===== src/rtl/usart_if_pkg.sv =====
package usart_if_pkg;

  localparam int BYTE_W = 8;

  // command bit positions (behavioural: software sets them by position)
  localparam int CMD_TXEN = 0;
  localparam int CMD_DTR  = 1;
  localparam int CMD_RXEN = 2;
  localparam int CMD_BRK  = 3;
  localparam int CMD_ERR  = 4;
  localparam int CMD_RTS  = 5;
  localparam int CMD_IRST = 6;
  localparam int CMD_HUNT = 7;

  // packed order equals the mode byte layout, MSB first
  typedef struct packed {
    logic [1:0] stop;
    logic       par_even;
    logic       par_en;
    logic [1:0] len;
    logic [1:0] factor;
  } mode_t;

  typedef struct packed {
    logic rts;
    logic brk;
    logic rx_en;
    logic dtr;
    logic tx_en;
  } cmd_t;

  // packed order equals the status byte layout, MSB first
  typedef struct packed {
    logic dsr;
    logic syndet;
    logic fe;
    logic oe;
    logic pe;
    logic txempty;
    logic rxrdy;
    logic txrdy;
  } status_t;

endpackage


===== src/rtl/usart_rst_sync.sv =====
module usart_rst_sync #(
  parameter int STAGES = 2
) (
  input  logic clk,
  input  logic rst_n,
  output logic rst_sync_n
);

  logic [STAGES-1:0] chain_q;
  logic [STAGES-1:0] chain_d;

  always_comb chain_d = {chain_q[STAGES-2:0], 1'b1};

  always_ff @(posedge clk or negedge rst_n) begin
    if (!rst_n) chain_q <= '0;
    else        chain_q <= chain_d;
  end

  assign rst_sync_n = chain_q[STAGES-1];

endmodule


===== src/rtl/usart_sync_bit.sv =====
module usart_sync_bit #(
  parameter int   STAGES  = 2,
  parameter logic RST_VAL = 1'b0
) (
  input  logic clk,
  input  logic rst_n,
  input  logic d,
  output logic q
);

  logic [STAGES-1:0] sh_q;
  logic [STAGES-1:0] sh_d;

  always_comb sh_d = {sh_q[STAGES-2:0], d};

  always_ff @(posedge clk or negedge rst_n) begin
    if (!rst_n) sh_q <= {STAGES{RST_VAL}};
    else        sh_q <= sh_d;
  end

  assign q = sh_q[STAGES-1];

endmodule


===== src/rtl/usart_bus_ctl.sv =====
module usart_bus_ctl (
  input  logic clk,
  input  logic rst_n,
  input  logic cs_n,
  input  logic rd_n,
  input  logic wr_n,
  input  logic cd,
  output logic ctrl_wr,
  output logic data_wr,
  output logic rd_ctrl_sel,
  output logic rd_data_sel,
  output logic data_rd_done
);

  logic wr_act;
  logic rd_act;
  logic wr_act_q;
  logic rd_data_q;

  // a write strobe blocks a read if both are low
  always_comb begin
    wr_act       = ~cs_n & ~wr_n;
    rd_act       = ~cs_n & ~rd_n & wr_n;
    rd_ctrl_sel  = rd_act & cd;
    rd_data_sel  = rd_act & ~cd;
    ctrl_wr      = wr_act & ~wr_act_q & cd;
    data_wr      = wr_act & ~wr_act_q & ~cd;
    data_rd_done = rd_data_q & ~rd_data_sel;
  end

  always_ff @(posedge clk or negedge rst_n) begin
    if (!rst_n) begin
      wr_act_q  <= 1'b0;
      rd_data_q <= 1'b0;
    end else begin
      wr_act_q  <= wr_act;
      rd_data_q <= rd_data_sel;
    end
  end

endmodule


===== src/rtl/usart_ctrl_regs.sv =====
module usart_ctrl_regs
  import usart_if_pkg::*;
(
  input  logic              clk,
  input  logic              rst_n,
  input  logic              ctrl_wr,
  input  logic [BYTE_W-1:0] wdata,
  output mode_t             mode,
  output logic              mode_valid,
  output cmd_t              cmd,
  output logic              err_clr,
  output logic              hunt_req
);

  logic  await_q, await_d;
  logic  mode_en, cmd_en, irst;
  mode_t mode_q;
  cmd_t  cmd_q, cmd_d;
  logic  err_q, err_d;
  logic  hunt_q, hunt_d;

  always_comb begin
    mode_en = ctrl_wr & await_q;
    cmd_en  = ctrl_wr & ~await_q;
    irst    = cmd_en & wdata[CMD_IRST];

    await_d = await_q;
    if (mode_en)   await_d = 1'b0;
    else if (irst) await_d = 1'b1;

    cmd_d = cmd_q;
    if (irst) begin
      cmd_d = '0;
    end else if (cmd_en) begin
      cmd_d.tx_en = wdata[CMD_TXEN];
      cmd_d.dtr   = wdata[CMD_DTR];
      cmd_d.rx_en = wdata[CMD_RXEN];
      cmd_d.brk   = wdata[CMD_BRK];
      cmd_d.rts   = wdata[CMD_RTS];
    end

    err_d  = cmd_en & ~wdata[CMD_IRST] & wdata[CMD_ERR];
    hunt_d = cmd_en & ~wdata[CMD_IRST] & wdata[CMD_HUNT];
  end

  always_ff @(posedge clk or negedge rst_n) begin
    if (!rst_n) begin
      await_q <= 1'b1;
      cmd_q   <= '0;
      err_q   <= 1'b0;
      hunt_q  <= 1'b0;
    end else begin
      await_q <= await_d;
      cmd_q   <= cmd_d;
      err_q   <= err_d;
      hunt_q  <= hunt_d;
    end
  end

  always_ff @(posedge clk or negedge rst_n) begin
    if (!rst_n)       mode_q <= '0;
    else if (mode_en) mode_q <= mode_t'(wdata);
  end

  assign mode       = mode_q;
  assign mode_valid = ~await_q;
  assign cmd        = cmd_q;
  assign err_clr    = err_q;
  assign hunt_req   = hunt_q;

endmodule


===== src/rtl/usart_stat.sv =====
module usart_stat
  import usart_if_pkg::*;
(
  input  logic              clk,
  input  logic              rst_n,
  input  logic              rx_en,
  input  logic              rx_valid,
  input  logic [BYTE_W-1:0] rx_char,
  input  logic              rx_perr,
  input  logic              rx_ferr,
  input  logic              data_rd_done,
  input  logic              err_clr,
  input  logic              data_wr,
  input  logic [BYTE_W-1:0] wdata,
  input  logic              tx_take,
  input  logic              tx_idle,
  input  logic              dsr,
  input  logic              syndet,
  output logic [BYTE_W-1:0] rx_buf,
  output status_t           status,
  output logic [BYTE_W-1:0] tx_buf,
  output logic              tx_full
);

  logic              rx_accept;
  logic              rxrdy_q, rxrdy_d;
  logic              pe_q, pe_d, oe_q, oe_d, fe_q, fe_d;
  logic              full_q, full_d;
  logic [BYTE_W-1:0] rxb_q, txb_q;

  always_comb begin
    rx_accept = rx_valid & rx_en;

    rxrdy_d = rxrdy_q;
    if (rx_accept)         rxrdy_d = 1'b1;
    else if (data_rd_done) rxrdy_d = 1'b0;

    // a set in the same cycle as a clear wins
    pe_d = (pe_q & ~err_clr) | (rx_accept & rx_perr);
    fe_d = (fe_q & ~err_clr) | (rx_accept & rx_ferr);
    oe_d = (oe_q & ~err_clr) | (rx_accept & rxrdy_q & ~data_rd_done);

    full_d = full_q;
    if (data_wr)      full_d = 1'b1;
    else if (tx_take) full_d = 1'b0;
  end

  always_ff @(posedge clk or negedge rst_n) begin
    if (!rst_n) begin
      rxrdy_q <= 1'b0;
      pe_q    <= 1'b0;
      oe_q    <= 1'b0;
      fe_q    <= 1'b0;
      full_q  <= 1'b0;
    end else begin
      rxrdy_q <= rxrdy_d;
      pe_q    <= pe_d;
      oe_q    <= oe_d;
      fe_q    <= fe_d;
      full_q  <= full_d;
    end
  end

  always_ff @(posedge clk or negedge rst_n) begin
    if (!rst_n)         rxb_q <= '0;
    else if (rx_accept) rxb_q <= rx_char;
  end

  always_ff @(posedge clk or negedge rst_n) begin
    if (!rst_n)       txb_q <= '0;
    else if (data_wr) txb_q <= wdata;
  end

  always_comb begin
    status.dsr     = dsr;
    status.syndet  = syndet;
    status.fe      = fe_q;
    status.oe      = oe_q;
    status.pe      = pe_q;
    status.txempty = ~full_q & tx_idle;
    status.rxrdy   = rxrdy_q;
    status.txrdy   = ~full_q;
  end

  assign rx_buf  = rxb_q;
  assign tx_buf  = txb_q;
  assign tx_full = full_q;

endmodule


===== src/rtl/usart_cpu_if.sv =====
module usart_cpu_if
  import usart_if_pkg::*;
#(
  parameter int SYNC_STAGES = 2,
  parameter int RST_STAGES  = 2
) (
  input  logic       clk,
  input  logic       rst_n,
  input  logic       cs_n,
  input  logic       rd_n,
  input  logic       wr_n,
  input  logic       cd,
  input  logic [7:0] din,
  output logic [7:0] dout,
  output logic [1:0] stop_bits,
  output logic       parity_even,
  output logic       parity_en,
  output logic [1:0] char_len,
  output logic [1:0] clk_factor,
  output logic       mode_valid,
  output logic       tx_en,
  output logic       rx_en,
  output logic       send_brk,
  output logic       err_clr,
  output logic       hunt_req,
  output logic       dtr_n,
  output logic       rts_n,
  output logic [7:0] tx_hold_data,
  output logic       tx_hold_valid,
  input  logic       tx_take,
  input  logic       tx_idle,
  input  logic       rx_valid,
  input  logic [7:0] rx_char,
  input  logic       rx_perr,
  input  logic       rx_ferr,
  input  logic       dsr_n,
  input  logic       syndet
);

  logic              rst_sync_n;
  logic              ctrl_wr, data_wr, rd_ctrl_sel, rd_data_sel, data_rd_done;
  logic              dsr_n_sync;
  mode_t             mode;
  cmd_t              cmd;
  status_t           status;
  logic [BYTE_W-1:0] status_byte;
  logic [BYTE_W-1:0] rx_buf;

  usart_rst_sync #(.STAGES(RST_STAGES)) i_rst (
    .clk       (clk),
    .rst_n     (rst_n),
    .rst_sync_n(rst_sync_n)
  );

  usart_sync_bit #(.STAGES(SYNC_STAGES), .RST_VAL(1'b1)) i_dsr_sync (
    .clk  (clk),
    .rst_n(rst_sync_n),
    .d    (dsr_n),
    .q    (dsr_n_sync)
  );

  usart_bus_ctl i_bus (
    .clk         (clk),
    .rst_n       (rst_sync_n),
    .cs_n        (cs_n),
    .rd_n        (rd_n),
    .wr_n        (wr_n),
    .cd          (cd),
    .ctrl_wr     (ctrl_wr),
    .data_wr     (data_wr),
    .rd_ctrl_sel (rd_ctrl_sel),
    .rd_data_sel (rd_data_sel),
    .data_rd_done(data_rd_done)
  );

  usart_ctrl_regs i_ctrl (
    .clk       (clk),
    .rst_n     (rst_sync_n),
    .ctrl_wr   (ctrl_wr),
    .wdata     (din),
    .mode      (mode),
    .mode_valid(mode_valid),
    .cmd       (cmd),
    .err_clr   (err_clr),
    .hunt_req  (hunt_req)
  );

  usart_stat i_stat (
    .clk         (clk),
    .rst_n       (rst_sync_n),
    .rx_en       (cmd.rx_en),
    .rx_valid    (rx_valid),
    .rx_char     (rx_char),
    .rx_perr     (rx_perr),
    .rx_ferr     (rx_ferr),
    .data_rd_done(data_rd_done),
    .err_clr     (err_clr),
    .data_wr     (data_wr),
    .wdata       (din),
    .tx_take     (tx_take),
    .tx_idle     (tx_idle),
    .dsr         (~dsr_n_sync),
    .syndet      (syndet),
    .rx_buf      (rx_buf),
    .status      (status),
    .tx_buf      (tx_hold_data),
    .tx_full     (tx_hold_valid)
  );

  assign status_byte = status;

  always_comb begin
    if (rd_ctrl_sel)      dout = status_byte;
    else if (rd_data_sel) dout = rx_buf;
    else                  dout = '0;
  end

  assign stop_bits   = mode.stop;
  assign parity_even = mode.par_even;
  assign parity_en   = mode.par_en;
  assign char_len    = mode.len;
  assign clk_factor  = mode.factor;
  assign tx_en       = cmd.tx_en;
  assign rx_en       = cmd.rx_en;
  assign send_brk    = cmd.brk;
  assign dtr_n       = ~cmd.dtr;
  assign rts_n       = ~cmd.rts;

endmodule


===== config.mk =====
export PLATFORM = sky130hd
export DESIGN_NAME = usart_cpu_if
export DESIGN_NICKNAME = d
export VERILOG_FILES = /design/src/rtl/usart_if_pkg.sv /design/src/rtl/usart_rst_sync.sv /design/src/rtl/usart_sync_bit.sv /design/src/rtl/usart_bus_ctl.sv /design/src/rtl/usart_ctrl_regs.sv /design/src/rtl/usart_stat.sv /design/src/rtl/usart_cpu_if.sv
export SDC_FILE = /design/constraint.sdc
export NUM_CORES = 1
export LEC_CHECK = 0
export BUFFER_PORTS_ARGS = -buffer_cell sky130_fd_sc_hd__buf_2
export CORE_AREA = 10 10 107 85
export DETAILED_ROUTE_END_ITERATION = 8
export DIE_AREA = 0 0 117 95
export HOLD_SLACK_MARGIN = 0.1
export PLACE_DENSITY = 0.51
export SLEW_MARGIN = 10
export SYNTH_ARGS = -nofsm -noshare
export SYNTH_HDL_FRONTEND = slang
export SYNTH_SLANG_ARGS = --single-unit

===== constraint.sdc =====
create_clock -name clk -period 2.1 [get_ports clk]
set_input_delay 0.105 -clock clk [delete_from_list [all_inputs] [get_ports clk]]
set_output_delay 0.105 -clock clk [all_outputs]
set_load 0.02 [all_outputs]

Yosys cells after proc, flatten, opt, wreduce, memory -nomap -nowiden
Index checks and enable logic that the tools add are counted.
- output and inout port bits: 33
- register bits after elaboration: 43
- input port bits: 29
- logic and storage cells: 79
- bitwise gates (word level): 41
- mux-type cells: 10
- reduce and logical (&&, ||, !) cells: 4
- operators with widths (cell ; number):
    $and 1x1->1 ; 24
    $mux 8 ; 2
    $not 1->1 ; 14
    $mux 5 ; 2
    $reduce_bool 2->1 ; 4
    $mux 1 ; 6
    $or 1x1->1 ; 3

Logic depth before layout (Yosys ltp)
Gate-level depths: netlist of run 1.
- depth in word-level cells: 9
- depth in mapped cells: 4
- depth with buffers taken out: 3

Cells and area by module
From an unflattened synthesis of run 1, not the netlist that was laid out.
- cells, all modules: 130
- area total of the unflattened synthesis: 1800.5 um2
- by module, submodules not included (module ; instances ; cells an instance ; area each (um2)):
    usart_stat ; 1 ; 58 ; 832.0
    usart_ctrl_regs ; 1 ; 42 ; 636.9
    usart_cpu_if ; 1 ; 17 ; 113.9
    usart_bus_ctl ; 1 ; 8 ; 111.4
    usart_rst_sync ; 1 ; 3 ; 53.8
    usart_sync_bit ; 1 ; 2 ; 52.6

Least setup slack after synthesis of run 1
Ideal clock, no wire load.
- path kind: flip-flop to flip-flop
- start point: register i_ctrl.await_q
- end point: register i_ctrl.cmd_q (netlist bit i_ctrl.cmd[0])
- path slack: 0.605 ns
- buffers on the path: 1
- stages on the path, launching flop included: 5
- data arrival time: 1.375 ns
- required time: 1.980 ns
- path through: dfstp_2 > clkinv_1 > and2_1 > buf_4 > a31o_2
- cells in the longest elaborated chain, start to end: 4
- elaborated cells on any way between the ends: 5
- classes of those cells: mux: 1; bitwise: 3; reduce/logical: 1
- ends and longest elaborated chain (element ; line ; RTL):
    from (decl) ; usart_ctrl_regs.sv:15 ; logic await_q, await_d;
    from (signal assigned) ; usart_ctrl_regs.sv:53 ; await_q <= await_d;
    $not 1->1 (*) ; n/a ;
    net mode_valid ; usart_cpu_if.sv:20 ; output logic mode_valid,
    $and 1x1->1 (*) ; usart_ctrl_regs.sv:24 ; cmd_en = ctrl_wr & ~await_q;
    $and 1x1->1 ; usart_ctrl_regs.sv:25 ; irst = cmd_en & wdata[CMD_IRST];
    $mux 5 or $reduce_bool 2->1 (tied branches) ; n/a ;
    to (signal assigned) ; usart_ctrl_regs.sv:54 ; cmd_q <= cmd_d;
    to (decl) ; usart_ctrl_regs.sv:18 ; cmd_t cmd_q, cmd_d;
The timed path passes the listed nets; every way through them passes the cells marked *.
A chain may end at the register's enable or synchronous reset.

Final worst setup path of run 1
- start point: input port wr_n
- end point: register i_ctrl.mode_q (netlist bit i_ctrl.mode[0])
- cells in the longest elaborated chain, start to end: 5
- ends and longest elaborated chain (element ; line ; RTL):
    from (decl) ; usart_cpu_if.sv:11 ; input logic wr_n,
    $not 1->1 ; usart_bus_ctl.sv:22 ; wr_act = ~cs_n & ~wr_n;
    $and 1x1->1 ; usart_bus_ctl.sv:22 ;
    $and 1x1->1 (2 in series) ; usart_bus_ctl.sv:26 ; ctrl_wr = wr_act & ~wr_act_q & cd;
    $and 1x1->1 ; usart_ctrl_regs.sv:23 ; mode_en = ctrl_wr & await_q;
    to (signal assigned) ; usart_ctrl_regs.sv:62 ; else if (mode_en) mode_q <= mode_t'(wdata);
    to (decl) ; usart_ctrl_regs.sv:17 ; mode_t mode_q;
No other way between the ends.

==> results.md, run 1 <==
* Status: completed
* Pre-antenna DRT Iters at 4
* Post-synthesis area per instance at 13.8 um2
* Via count at 1,279
* WL/cell at 14.8 um
* Netlist Area Pre-Place at 0.00177 mm2
* Pwr Total at 2.60 mW
* Post-synth EDFFs at 0
* Seq/Total Area, Yosys at 0.609
* Pwr dens at 1010 mW/mm2
* Headroom to the max-slew limit at 0.651
* Setup CP Type: in2reg
* DP Worst Slack at 0.474 ns
* Dpl hpwl at 3360 um
* CTS max path bufs at 2
* Post_cts resized at 0
* Critical-path maximum fanout at 9
* Overflow after GRT at 0
* Remaining DRCs at 0
* # setup viols final at 0
* Via density at 4.13
* Ratio of cells with drive above 1 in the final layout at 0.475
* Worst skew pair latency at 0.29 ns
* First-pass GRT wire length at 7520 um
* Sequential power share at 0.456
* Clock share of power at 0.253
* CTS clock-pin slew for the worst setup and hold paths at 0.08 ns
* Final worst slack at 0.388 ns
* VDD IR-drop max at 0.558 mV
* Final #Nets at 251
* Hold/Removal Path Class: in2async
* Critical path launch point type: input port
* # diodes at 0
* Clk root buf: clkbuf_8
* Hold Fails Final Rpt at 0
* Actual slew at the worst max-slew pin at 0.521 ns
* I/O Pins at 62
* Internal power at 1.82 mW
* Unrepaired setup endpoints after global routing: false
* Worst Skew at 0.00681 ns
* Initial antenna violation count at 0
* DR iter-0 viols at 39
* Number of global-route vias before repair at 1,422
* Setup TNS at 0 ns
* Synth Area in Simple Gates at 0.0911
* Setup crit start: wr_n
* CTS tree: done
* Syn-to-layout area delta at 45.6%
* Routability cong. at 0.724
* Path depth of the worst reg2reg path at 3
* Minimum clock period at 1.71 ns
* Width of the die at 117 um
* DIE AREA at 0.0111 mm2
* Row cnt at 27
* PortBufs at 61
* Max-cap viol count at 0
* Syn Nets at 157
* FF-to-FF Start: i_bus.wr_act_q
* Async SR Flop Fraction at 1.00
* Max Freq at 0.584 GHz
* Placed insts at 276
* Placeable Area at 0.00709 mm2
* Yosys reg bits at 43
* Initial Util at 0.250
* Period utilization at 0.815
* Area share of xor/xnor cells in the synthesized design at 0
* Switch Pwr at 0.779 mW
* Combinational group share of total power at 0.291
* Leak at 1.29 nW
* Crit path arrival time at 1.89 ns
* Routed Antenna Nets at 0
* # H-tree levels at 2
* Post-synthesis mux area share at 0.209
* Gr usage total at 0.0869
* Largest net degree at the start of global routing at 24
* WL final at 4590 um
* Die Y at 95 um
* Number of buffers created by CTS at 5
* Synth Instances at 128
* Pins Over Slew Limit at 0
* Clock Sinks at 43
* Synth Flop Type: dfrtp_1
* Compound-Gate Fraction of Synth Area at 0.0600
* Synth Area in Adders at 0
* Non-Filler Instances at 310
* Unique masters post-synth at 27
* Synthesis Warnings at 0
* Largest family of logic cells by synthesized area: multiplexers
* Crit end category: register
* Sw frac at 0.300
* Required time of the critical path at 2.27 ns
critical path, stage by stage:
cell and delay, ns:
dlygate4sd3_1 0.53, buf_2 0.17, nor4b_4 0.52, nand2_4 0.22, mux2_4 0.34
power groups by stage:
| stage | Combinational, mW | Sequential [mW] | Clock (mW) |
|---|---|---|---|
| 2_1_floorplan | 0.359 | 1.31 | 0 |
| 3_3_place_gp | 0.725 | 1.20 | 0 |
| 3_5_place_dp | 0.734 | 1.20 | 0 |
| 4_1_cts | 0.773 | 1.19 | 0.694 |
| 5_1_grt | 0.839 | 1.22 | 0.727 |
| 6_report | 0.755 | 1.18 | 0.658 |
registers in the layout, indices dropped and copies added (netlist names), 2 cells and up:
signal,count
i_rst.chain_q,2
i_dsr_sync.sh_q,2
i_stat.tx_buf,8
i_stat.rx_buf,8
i_ctrl.cmd,5
i_ctrl.mode,8
synth_stat cells (all sizes together), types with 2 or more instances:
library cell | number | area (um2)
a31o | 4 | 35.0
a21oi | 2 | 10.0
nor4b | 2 | 32.5
buf | 2 | 12.5
nor2 | 9 | 33.8
mux2 | 24 | 300
o21ai | 5 | 25.0
and3 | 2 | 12.5
dfrtp | 40 | 1000
dfstp | 3 | 78.8
nand2 | 4 | 22.5
a21boi | 3 | 22.5
inv | 9 | 33.8
mux2i | 7 | 70.1
nand3 | 4 | 20.0
per-layer routing:
metal | up-vias | track usage | part of all wire
met1 | 601 | 0.109 | 0.45
li1 | 630 | - | -
met5 | - | 0 | 0
met4 | 0 | 0.0246 | 0.0054
met3 | 2 | 0.0475 | 0.11
met2 | 46 | 0.126 | 0.43
placed cells by master (no fill, tap or decap):
cell | netlist | routed
buf_12 | 0 | 1
dfstp_2 | 3 | 3
clkbuf_8 | 0 | 6
mux2_2 | 16 | 16
clkinv_1 | 1 | 1
and2_1 | 1 | 1
nor4b_1 | 1 | 1
nor4_4 | 1 | 1
inv_1 | 9 | 9
mux2_4 | 8 | 8
nand2_1 | 3 | 3
nor4b_4 | 1 | 1
conb_1 | 1 | 1
mux2i_1 | 7 | 7
a21boi_0 | 3 | 3
o21bai_1 | 1 | 1
nand2_4 | 1 | 1
nand4_1 | 1 | 1
nand2b_1 | 1 | 1
buf_4 | 1 | 1
a31o_2 | 4 | 4
bufinv_16 | 0 | 1
and3_1 | 2 | 2
o22ai_1 | 1 | 1
dfrtp_2 | 0 | 1
o21ai_0 | 5 | 5
clkinv_2 | 0 | 1
nor2_1 | 9 | 9
a21oi_1 | 2 | 2
dfrtp_1 | 40 | 39
dlygate4sd3_1 | 0 | 26
buf_2 | 1 | 61
nand3_1 | 4 | 4
final cells by class:
type | instances | area [um2]
well taps | 87 | 109
multi-input cells | 73 | 642
inverters | 10 | 37.5
repair buffers | 89 | 593
flip-flops and latches | 43 | 1080
fillers | 711 | 4510
clock buffers | 6 | 82.6
clock inverters | 2 | 35.0
cell families (layout without fill, tap and decap cells):
kind of cell           count (synthesis)  in the layout
buffers and inverters                 12            107
other                                  1              1
and+or+nand+nor                       25             25
DFF                                   43             43
muxes                                 31             31
AOI/OAI and AO/OA                     16             16
what timing repair did:
item / CTS / global route
hold buffers: 26 / 0
hold endpoints to repair: 38 / 0
setup buffers: 0 / 0
through the flow:
step / utilization / area [um2] / hold slack, ns
after floorplan: - / 1770 / -0.191
after global placement: 0.310 / 2200 / -0.108
after detailed placement: 0.310 / 2200 / -0.104
after CTS: 0.364 / 2580 / 0.101
after global routing: 0.364 / 2580 / 0.127
final: 0.364 / 2580 / 0.116
path summary, 6_finish.rpt:
kind	to	slack [ns]
max in group asynchronous	i_ctrl.await_q	1.32
setup reg to reg	i_ctrl.mode[0]	0.51
hold reg to reg	i_stat.tx_full	0.22
setup / recovery	i_ctrl.mode[0]	0.39
min in group clk	i_bus.rd_data_q	0.12
hold / removal	i_rst.chain_q[0]	0.12
Power figures use the tool's default switching activity.
==> run 2, diff against run 1 <==
- ABC_AREA: default -> 1
- CORE_AREA: 10 10 107 85 -> 10 10 106 85
- DIE_AREA: 0 0 117 95 -> 0 0 116 95
- clock period: 2.1 -> 1.6 ns (I/O delays scaled with it)
==> run 2 against run 1 <==
Effect of this change:
- design area shrank 2.8%
- sequential cell count is the same
- first-iteration DRC count up 67%
- clock skew is 0.0014 ns lower
- area after synthesis down 0.78%
- critical path type is now reg2out
==> results.md, run 2 <==
* Most common cell in the netlist: nand2_1
* Gr usage total at 0.0924 (+0.00548)
* Die Y at 95 um (unchanged)
* Largest family of logic cells by synthesized area: simple AND/OR/NAND/NOR gates
* Area leader, netlist: dfrtp_1
* Routability cong. at 0.726 (+0.35%)
* Overflow after GRT at 0 (unchanged)
* Row cnt at 27 (unchanged)
* Initial Util at 0.250 (+0.000443)
* Post-synth EDFFs at 0 (unchanged)
* Unrepaired setup endpoints after global routing: false
* Max Freq at 0.714 GHz
* Initial antenna violation count at 0 (unchanged)
* Seq/Total Area, Yosys at 0.614 (+0.00477)
* Hold Fails Final Rpt at 0 (unchanged)
* Clock Sinks at 43 (unchanged)
* Remaining DRCs at 0 (unchanged)
* Leak at 1.36 nW (+5.8%)
* Critical-path maximum fanout at 12 (+3)
* Post-CTS Setup Bufs at 0 (unchanged)
* Synth Area in Simple Gates at 0.249 (+0.158)
* Unique masters post-synth at 18 (-33%)
* Synth top area share at 0.569 (+0.00442)
* Post-synthesis area per instance at 9.25 um2 (-33%)
* Area share of xor/xnor cells in the synthesized design at 0 (unchanged)
* Max-cap viol count at 0 (unchanged)
* Synth Instances at 190 (+48%)
* Number of global-route vias before repair at 1,578 (+11%)
* Pins Over Slew Limit at 0 (unchanged)
* CTS clock-pin slew for the worst setup and hold paths at 0.08 ns (about the same)
* CTS max path bufs at 2 (unchanged)
* Most frequent cells in the layout: nand2_1, buf_2, dfrtp_1
* VDD IR-drop max at 0.423 mV (-24%)
* Post-synthesis mux area share at 0 (-0.209)
* CTS tree: done
* Dpl hpwl at 3600 um (+7.3%)
* Required time of the critical path at 1.52 ns (-0.75 ns)
* Pwr dens at 1340 mW/mm2 (+33%)
* Yosys reg bits at 43 (unchanged)
* Crit path arrival time at 1.32 ns (-0.57 ns)
* Hold/Removal Path Class: in2reg
* Via density at 4.14 (+0.37%)
* DIE AREA at 0.0110 mm2 (-0.85%)
* Minimum clock period at 1.40 ns
* Setup CP Type: reg2out
* Worst Skew at 0.00541 ns (-0.00140 ns)
* Top cells by area, synth: dfrtp_1, nand2_1, o21ai_0
* Final #Nets at 310 (+24%)
* Routed Antenna Nets at 0 (unchanged)
* PortBufs at 61 (unchanged)
* Width of the die at 116 um (-0.85%)
* # H-tree levels at 2 (unchanged)
* Setup TNS at 0 ns (unchanged)
* # setup viols final at 0 (unchanged)
* # diodes at 0 (unchanged)
* Async SR Flop Fraction at 1.00 (unchanged)
* Largest net degree at the start of global routing at 24 (unchanged)
* Synth Flop Type: dfrtp_1
* WL/cell at 13.2 um (-11%)
* DR iter-0 viols at 65 (+67%)
* Worst skew pair latency at 0.29 ns (about the same)
* Synth Area in Adders at 0 (unchanged)
* I/O Pins at 62 (unchanged)
* Clk root buf: clkbuf_8
* Crit end category: output port
* Netlist Area Pre-Place at 0.00176 mm2 (-0.78%)
* Synthesis Warnings at 0 (unchanged)
* Number of buffers created by CTS at 5 (unchanged)
* Most common cell after layout, fill and taps aside: nand2_1
* WL final at 4860 um (+5.9%)
* Pre-antenna DRT Iters at 4 (unchanged)
* Placeable Area at 0.00703 mm2 (-0.95%)
* Status: completed
* Critical path launch point type: register
* Post-synth top cells: nand2_1, dfrtp_1, o21ai_0
* Ratio of cells with drive above 1 in the final layout at 0.291 (-0.185)
* Syn-to-layout area delta at 42.6%
* Period utilization at 0.875
* Syn Nets at 219 (+39%)
* Fin util at 0.357 (-0.00683)
* Via count at 1,528 (+19%)
* First-pass GRT wire length at 8050 um (+7.1%)
* Compound-Gate Fraction of Synth Area at 0.0797 (+0.0197)
-- run 2: per-layer routing --
metal	track usage	vias to the layer above	share of wire
met5	0	-	0
met4	0.0312	0	0.0093
met3	0.0349	5	0.073
met2	0.137	43	0.46
met1	0.121	706	0.46
li1	-	774	-
-- run 2: what timing repair did --
item                       in CTS  in global routing
hold buffers                   24                  0
gates resized for setup         0                  0
hold endpoints to repair       38                  0
setup endpoints to repair       0                  0
-- run 2: worst paths after layout --
path                                  startpoint          endpoint  slack (ns)  depth (start not counted)
worst max-delay path              i_ctrl.await_q        mode_valid        0.20                          2
max in group asynchronous       i_rst.chain_q[1]    i_ctrl.await_q        0.84                          1
worst min-delay path                    rx_valid    i_stat.rxrdy_q        0.18                          4
min in group asynchronous       i_rst.chain_q[1]  i_stat.rx_buf[0]        0.22                          0
worst max register to register    i_ctrl.await_q     i_ctrl.cmd[0]        0.24                          4
worst min register to register  i_rst.chain_q[1]  i_stat.rx_buf[0]        0.22                          0
-- run 2: where the power goes --
group	internal [mW]	total, mW	leakage, nW	switching, mW
clock	0.299	0.678	0.0477	0.378
combinational	0.380	1.07	0.784	0.686
sequential	1.44	1.62	0.529	0.189
total	2.11	3.37	1.36	1.25
-- run 2: cells by family (layout without fill, tap and decap cells) --
family          after synthesis  after routing
compound gates               28             28
flops                        43             43
simple gates                 94             94
other cells                   1              1
buf+inv                      24            116
-- run 2: cell type report --
class                           count  area, um2
Sequential cell                    43       1080
Tap cell                           87        109
Clock inverter                      3       15.0
Fill cell                         786       4520
Clock buffer                        5       68.8
Timing Repair Buffer               87        573
Multi-Input combinational cell    123        582
Inverter                           21       78.8
-- run 2: metrics by stage --
stage | power [mW] | cells | hold slack [ns] | setup WS, ns | area [um2]
final | 3.37 | 369 | 0.184 | 0.200 | 2510
after CTS | 3.43 | 369 | 0.164 | 0.179 | 2510
after floorplan | 2.30 | 190 | -0.216 | 0.320 | 1760
after global routing | 3.64 | 369 | 0.191 | 0.0796 | 2510
after detailed placement | 2.70 | 337 | -0.134 | 0.261 | 2180
after global placement | 2.69 | 337 | -0.134 | 0.325 | 2180
-- run 2: worst max-delay path, cell delays in order, from the launching register on --
cell     delay [ns]
dfstp_2        0.59
inv_1          0.20
buf_2          0.23
